===== config.mk =====
export PLATFORM = sky130hd
export DESIGN_NAME = eeprom_page_writer
export DESIGN_NICKNAME = d
export VERILOG_FILES = /design/src/rtl/epw_pkg.sv /design/src/rtl/epw_counter.sv /design/src/rtl/epw_page_clip.sv /design/src/rtl/eeprom_page_writer.sv
export SDC_FILE = /design/constraint.sdc
export NUM_CORES = 1
export LEC_CHECK = 0
export CORE_ASPECT_RATIO = 1.4
export CORE_UTILIZATION = 45
export CTS_CLUSTER_SIZE = 30
export DETAILED_ROUTE_END_ITERATION = 10
export GPL_TIMING_DRIVEN = 1
export PLACE_DENSITY = 0.66
export RECOVER_POWER = 50
export REMOVE_ABC_BUFFERS = 1
export SLEW_MARGIN = 20
export SYNTH_ARGS = -nofsm -noshare
export SYNTH_HDL_FRONTEND = slang
export SYNTH_HIERARCHICAL = 1
export SYNTH_SLANG_ARGS = --single-unit

===== constraint.sdc =====
create_clock -name clk -period 11.2 [get_ports clk]
set_input_delay 1.12 -clock clk [delete_from_list [all_inputs] [get_ports clk]]
set_output_delay 1.12 -clock clk [all_outputs]
set_load 0.02 [all_outputs]

===== src/rtl/epw_pkg.sv =====
// Shared types for the EEPROM page writer.
package epw_pkg;
    // Controller phases; write phases first, then the polling loop.
    typedef enum logic [3:0] {
        S_IDLE,
        S_WAIT,
        S_WSETUP,
        S_WPULSE,
        S_WHOLD,
        S_RSETUP,
        S_RPULSE,
        S_RREST,
        S_FINISH
    } epw_state_t;
endpackage


===== src/rtl/epw_counter.sv =====
// Saturating up counter with synchronous clear.
// Assumes clear has priority over increment; holds at all-ones.
module epw_counter #(
    parameter int W = 8
) (
    input  logic         clk,
    input  logic         rst_n,
    input  logic         clr,
    input  logic         inc,
    output logic [W-1:0] q
);
    // Count cycles, restart on clear, stop at the top value.
    always_ff @(posedge clk) begin
        if (!rst_n || clr) q <= '0;
        else if (inc && (q != '1)) q <= q + 1'b1;
    end
endmodule


===== src/rtl/epw_page_clip.sv =====
// Shortens a requested byte count so that a transfer ends at the page edge.
// Assumes count is at most one page (2**PAGE_W).
module epw_page_clip #(
    parameter int PAGE_W = 6,
    localparam int CNT_W = PAGE_W + 1
) (
    input  logic [PAGE_W-1:0] offset,
    input  logic [CNT_W-1:0]  count,
    output logic [CNT_W-1:0]  len
);
    localparam logic [CNT_W-1:0] PAGE_BYTES = CNT_W'(1 << PAGE_W);

    logic [CNT_W-1:0] room;

    // Room left in the page, then the smaller of room and request.
    always_comb begin
        room = PAGE_BYTES - CNT_W'(offset);
        len  = (count > room) ? room : count;
    end
endmodule


===== src/rtl/eeprom_page_writer.sv =====
// Host-side page writer for a byte-wide page-write EEPROM.
// Loads up to one page of bytes from a valid/ready stream with timed
// strobes, then polls the device (bit-7 data compare or bit-6 toggle)
// until programming ends or a timeout expires. Assumes the strobe
// outputs are retimed or decoded glitch-free at the pads, and that
// WINDOW_CYC exceeds SETUP_CYC + 1.
module eeprom_page_writer
    import epw_pkg::*;
#(
    parameter int ADDR_W     = 15,
    parameter int DATA_W     = 8,
    parameter int PAGE_W     = 6,
    parameter int SETUP_CYC  = 2,
    parameter int PULSE_CYC  = 4,
    parameter int HOLD_CYC   = 2,
    parameter int WINDOW_CYC = 25000,
    parameter int POLL_LIMIT = 2500000,
    localparam int CNT_W     = PAGE_W + 1
) (
    input  logic              clk,
    input  logic              rst_n,
    input  logic              start,
    input  logic [ADDR_W-1:0] base_addr,
    input  logic [CNT_W-1:0]  byte_count,
    input  logic              poll_mode,
    input  logic              in_valid,
    input  logic [DATA_W-1:0] in_data,
    output logic              in_ready,
    output logic              busy,
    output logic              done,
    output logic              timeout,
    output logic [CNT_W-1:0]  bytes_written,
    output logic              ee_ce_n,
    output logic              ee_oe_n,
    output logic              ee_we_n,
    output logic [ADDR_W-1:0] ee_addr,
    output logic [DATA_W-1:0] ee_dout,
    output logic              ee_dout_en,
    input  logic [DATA_W-1:0] ee_din
);
    localparam int PH_W     = $clog2(SETUP_CYC + PULSE_CYC + HOLD_CYC + 1);
    localparam int GAP_W    = $clog2(WINDOW_CYC + 1);
    localparam int TMO_W    = $clog2(POLL_LIMIT + 1);
    localparam int CLOSE_AT = WINDOW_CYC - 1 - SETUP_CYC;
    localparam int POLL_BIT = DATA_W - 1;
    localparam int TOG_BIT  = DATA_W - 2;

    epw_state_t        st, st_nxt;
    logic [ADDR_W-1:0] cur_addr, last_addr;
    logic [CNT_W-1:0]  remaining, written, clip_len;
    logic [DATA_W-1:0] wr_data, last_data;
    logic              mode_q, prev_tog, have_prev, timeout_q, page_open;
    logic [PH_W-1:0]   ph_q, ph_last;
    logic [GAP_W-1:0]  gap_q;
    logic [TMO_W-1:0]  tmo_q;
    logic              ph_end, polling, must_close, poll_ok, tmo_hit;

    epw_page_clip #(.PAGE_W(PAGE_W)) u_clip (
        .offset (base_addr[PAGE_W-1:0]),
        .count  (byte_count),
        .len    (clip_len)
    );

    // Phase timer: restarts on every state change.
    epw_counter #(.W(PH_W)) u_ph (
        .clk(clk), .rst_n(rst_n), .clr(st_nxt != st), .inc(1'b1), .q(ph_q)
    );

    // Cycles since the latest write-enable falling edge.
    epw_counter #(.W(GAP_W)) u_gap (
        .clk(clk), .rst_n(rst_n), .clr(st == S_WSETUP && ph_end),
        .inc(1'b1), .q(gap_q)
    );

    // Cycles spent in the current polling phase.
    epw_counter #(.W(TMO_W)) u_tmo (
        .clk(clk), .rst_n(rst_n), .clr(!polling), .inc(1'b1), .q(tmo_q)
    );

    // Length of the current timed phase, minus one.
    always_comb begin
        case (st)
            S_WSETUP, S_RSETUP: ph_last = PH_W'(SETUP_CYC - 1);
            S_WPULSE, S_RPULSE: ph_last = PH_W'(PULSE_CYC - 1);
            S_WHOLD,  S_RREST:  ph_last = PH_W'(HOLD_CYC - 1);
            default:            ph_last = '0;
        endcase
    end

    // Phase end, window lookahead and completion decisions.
    always_comb begin
        ph_end     = (ph_q == ph_last);
        polling    = (st == S_RSETUP) || (st == S_RPULSE) || (st == S_RREST);
        must_close = page_open && (gap_q >= GAP_W'(CLOSE_AT));
        tmo_hit    = (tmo_q >= TMO_W'(POLL_LIMIT - 1));
        if (mode_q) poll_ok = have_prev && (ee_din[TOG_BIT] == prev_tog);
        else        poll_ok = (ee_din[POLL_BIT] == last_data[POLL_BIT]);
    end

    // Next-state selection.
    always_comb begin
        st_nxt = st;
        case (st)
            S_IDLE:   if (start) st_nxt = (clip_len == '0) ? S_FINISH : S_WAIT;
            S_WAIT:   if (must_close) st_nxt = S_RSETUP;
                      else if (in_valid) st_nxt = S_WSETUP;
            S_WSETUP: if (ph_end) st_nxt = S_WPULSE;
            S_WPULSE: if (ph_end) st_nxt = S_WHOLD;
            S_WHOLD:  if (ph_end) st_nxt = (remaining == CNT_W'(1)) ? S_RSETUP : S_WAIT;
            S_RSETUP: if (tmo_hit) st_nxt = S_FINISH;
                      else if (ph_end) st_nxt = S_RPULSE;
            S_RPULSE: if (ph_end && poll_ok)
                          st_nxt = (remaining == '0) ? S_FINISH : S_WAIT;
                      else if (tmo_hit) st_nxt = S_FINISH;
                      else if (ph_end) st_nxt = S_RREST;
            S_RREST:  if (tmo_hit) st_nxt = S_FINISH;
                      else if (ph_end) st_nxt = S_RSETUP;
            S_FINISH: st_nxt = S_IDLE;
            default:  st_nxt = S_IDLE;
        endcase
    end

    // State register.
    always_ff @(posedge clk) begin
        if (!rst_n) st <= S_IDLE;
        else        st <= st_nxt;
    end

    // Transfer bookkeeping: addresses, counts, saved byte, poll history.
    always_ff @(posedge clk) begin
        if (!rst_n) begin
            cur_addr  <= '0;
            last_addr <= '0;
            remaining <= '0;
            written   <= '0;
            wr_data   <= '0;
            last_data <= '0;
            mode_q    <= 1'b0;
            prev_tog  <= 1'b0;
            have_prev <= 1'b0;
            timeout_q <= 1'b0;
            page_open <= 1'b0;
        end else begin
            if (st == S_IDLE && start) begin
                cur_addr  <= base_addr;
                remaining <= clip_len;
                written   <= '0;
                mode_q    <= poll_mode;
                timeout_q <= 1'b0;
            end
            if (st == S_WAIT && !must_close && in_valid) wr_data <= in_data;
            if (st == S_WPULSE) page_open <= 1'b1;
            if (st == S_RSETUP) page_open <= 1'b0;
            if (st == S_WHOLD && ph_end) begin
                last_data <= wr_data;
                last_addr <= cur_addr;
                cur_addr  <= cur_addr + ADDR_W'(1);
                remaining <= remaining - CNT_W'(1);
                written   <= written + CNT_W'(1);
            end
            if (st == S_WAIT || st == S_WHOLD) have_prev <= 1'b0;
            if (st == S_RPULSE && ph_end) begin
                prev_tog  <= ee_din[TOG_BIT];
                have_prev <= 1'b1;
            end
            if (polling && st_nxt == S_FINISH && !(st == S_RPULSE && ph_end && poll_ok))
                timeout_q <= 1'b1;
        end
    end

    // Strobe and handshake decode from the state register.
    always_comb begin
        ee_ce_n       = !(st == S_WSETUP || st == S_WPULSE || st == S_WHOLD ||
                          st == S_RSETUP || st == S_RPULSE);
        ee_we_n       = (st != S_WPULSE);
        ee_oe_n       = (st != S_RPULSE);
        ee_dout_en    = (st == S_WSETUP || st == S_WPULSE || st == S_WHOLD);
        ee_dout       = wr_data;
        ee_addr       = polling ? last_addr : cur_addr;
        in_ready      = (st == S_WAIT) && !must_close;
        busy          = (st != S_IDLE);
        done          = (st == S_FINISH);
        timeout       = timeout_q;
        bytes_written = written;
    end
endmodule


==> impl_metrics.ini <==
[outcome]
status = finished, violations left
violations = max-capacitance violations, max-slew violations

[global_route]
grt_pass1_vias = 5595
track_usage = 0.224
antenna_found_initial = 0
grt_pass1_wl_um = 25900
overflow = 0
grt_max_degree = 65

[finish]
drive_gt1_frac = 0.0800
final_cell_mix = 103 x dfxtp_1, 88 x nand2_1, 63 x nor2_1
antenna_cells = 0
final_core_util = 0.550
layout_commonest_cell = dfxtp_1
finalNetCount = 878
syn_to_final_growth_pct = 20.2

[placement]
place_hpwl_um = 10700
io_buffer_count = 74
pre_cts_slack_ps = 5740
gp_congestion = 0.874

[yosys]
synth.distinct_cells = 77
yosys-top-cells-area = dfxtp_1 34%, nand2_1 5.4%, nor2_1 3.9%, mux2i_1 3.6%, a21boi_0 3.6%
synth_top_cell_by_area = dfxtp_1
yosys_warnings = 6
yosysTopAreaCellShare = 0.338
async_reset_ff_frac = 0
synth_ff_type = dfxtp_1
netlist_instances = 743
ys_ff_latch = 103
avgSynthCellArea_um2 = 8.21
synth-seq-area-share = 0.338
synthesis.area_mm2 = 0.00610
synth_edf_count = 0

[detailed_routing]
routed_wl_um = 15000
drtAntennaViolNets = 0
routed.top_layer = met4
wl_met1_um = 6600
wl_met2_um = 7560
vias = 5700
routed_via_density = 5.66
avgRoutedWirePerCell_um = 14.9
wl_met3_um = 558
dr.pass1.iters = 6
drc = 0
drt-initial-drc-count = 285

[clock_network]
ctsResizeCount = 0
clk_pin_slew_ps = 80
cts_setup_buffers = 0
cts_tree = done
cts.sinks = 103
cts_buffer_depth = 2
cts_made_buffers = 9
clock-root-buffer = clkbuf_16
htree_levels = 3
clock_latency_ps = 350
ctsHoldBuffers = 0

[power_and_ir_drop]
powerDensity_mw_per_mm2 = 123
power_leakage_nw = 2.63
vdd_drop_max_mv = 0.0723

[floorplan]
die_w_um = 100
die_h_um = 140
num_rows = 50
io_pins = 81
die_area_mm2 = 0.0140
initial_utilization = 0.458
core_area_mm2 = 0.0133

[setup_path]
crit_top_cell = nand2_1
crit_buf_inv = 2
crit_type = input port to flip-flop
critical_path.max_stage_delay_ps = 490
critPathTopFamily = simple AND/OR/NAND/NOR gates
end_kind = flip-flop
critPathSlowestCell = clkdlybuf4s50_1
critPathLaunchType = input port
arrival_ps = 5400
path_cells = clkdlybuf4s50_1 -> inv_1 -> ha_1 -> nand2_1 -> or3_1 -> ha_1 -> a21oi_1 -> o21ai_2 -> o22ai_4 -> mux2_4 -> nor4b_1 -> nand2_1 -> nand2_1 -> nand4_1 -> a311oi_2 -> xor2_1 -> nand4_1 -> and2b_1 -> nand4b_1 -> nand2_1
required_ps = 11490
cp_max_fo = 6

[sta]
clock.fmax_mhz = 196
tns_ps = 0
layout_min_cycle_time_ps = 5110
worst_pin_slew_ps = 2370
finalClockSkew_ps = 9.33
worst_slack_ps = 6090
whs_ps = 457
slew_viol_final = 65
hold_violations = 0
fin_crit_sh = 0.456
setup_viol = 0
relSlewSlack = -0.583
rsz0062_at_grt = false

[worst_hold_path]
hold_path_class = flip-flop to flip-flop

[job]
cap_violations = 1
[metrics by stage]
step	power (W)	area [um2]	cells
2_1_floorplan	0.000518	6030	731
3_3_place_gp	0.000582	7030	991
3_5_place_dp	0.000588	7030	991
4_1_cts	0.000914	7330	1007
5_1_grt	0.000947	7330	1007
6_report	0.000904	7330	1007
[worst register-to-register path, cell delays in order, from the launching register on]
cell	delay [ps]
dfxtp_1	670
o21ba_2	280
mux2i_1	370
or4_4	530
nand4_1	180
a311oi_2	350
xor2_1	180
nand4_1	130
and2b_1	310
nand4b_1	150
nand2_1	100
[synthesized netlist by cell type (6+ instances only)]
library cell  number
nand2b_1           7
nor3_1            22
dfxtp_1          103
clkbuf_1          18
nand2_1           88
a221oi_1           6
nor4_1            12
buf_2              9
or3_1              6
mux2_2            16
a21oi_1           27
inv_1             19
nand3_1           34
nor2b_1           26
nor2_1            63
nand4_1           15
a21boi_0          29
and2_1            10
o211ai_1           7
and3_1            16
xnor2_1           10
o21ai_0           39
a31oi_1           12
xor2_1            13
mux2i_1           22
ha_1              15
a211oi_1           6
[flip-flops by register name, indices dropped and copies added, names as in the netlist]
| signal | flops |
|---|---|
| ee_dout | 8 |
| prev_tog | 1 |
| last_addr | 15 |
| bytes_written | 7 |
| timeout | 1 |
| cur_addr | 15 |
| last_data | 1 |
| have_prev | 1 |
| page_open | 1 |
| mode_q | 1 |
| remaining | 7 |
| st | 4 |
| u_gap/q | 15 |
| u_tmo/q | 22 |
| u_ph/q | 4 |
[logic make-up after synthesis]
logic type,Yosys count,share of synthesized area
buffers and inverters,50,0.0351
muxes,39,0.0681
xor gates and xnor gates,23,0.0330
DFF,103,0.338
and+or+nand+nor,342,0.303
other,1,0.000615
adders and majority gates,15,0.0308
AOI/OAI and AO/OA,170,0.192
[layout make-up]
| cell class | count | area [um2] |
|---|---|---|
| fill | 1254 | 6000 |
| multi-input combinational | 609 | 3900 |
| sequential | 103 | 2060 |
| timing repair buffer | 78 | 762 |
| tap | 182 | 228 |
| clock buffer | 9 | 225 |
| clock inverter | 7 | 77.6 |
| inverter | 19 | 71.3 |
[final timing paths]
path / start / to / slack [ps] / cells after the start
max: base_addr[0] / u_ph/q[0] / 6090 / 20
min: bytes_written[6] / bytes_written[6] / 460 / 1
max reg2reg: st[1] / u_ph/q[0] / 7930 / 10
min reg2reg: bytes_written[6] / bytes_written[6] / 460 / 1
[power breakdown]
part | internal [W] | leakage (nW) | switching, W
Combinational | 0.0000826 | 1.64 | 0.0000939
Sequential | 0.000380 | 0.834 | 0.0000228
Clock | 0.000176 | 0.147 | 0.000149
Total | 0.000639 | 2.63 | 0.000265
[metal layers]
metal / up-vias / track usage
met4: 0 / 0.0915
li1: 2839 / -
met1: 2707 / 0.276
met2: 135 / 0.391
met5: - / 0
met3: 19 / 0.0256
Power figures use the tool's default switching activity.
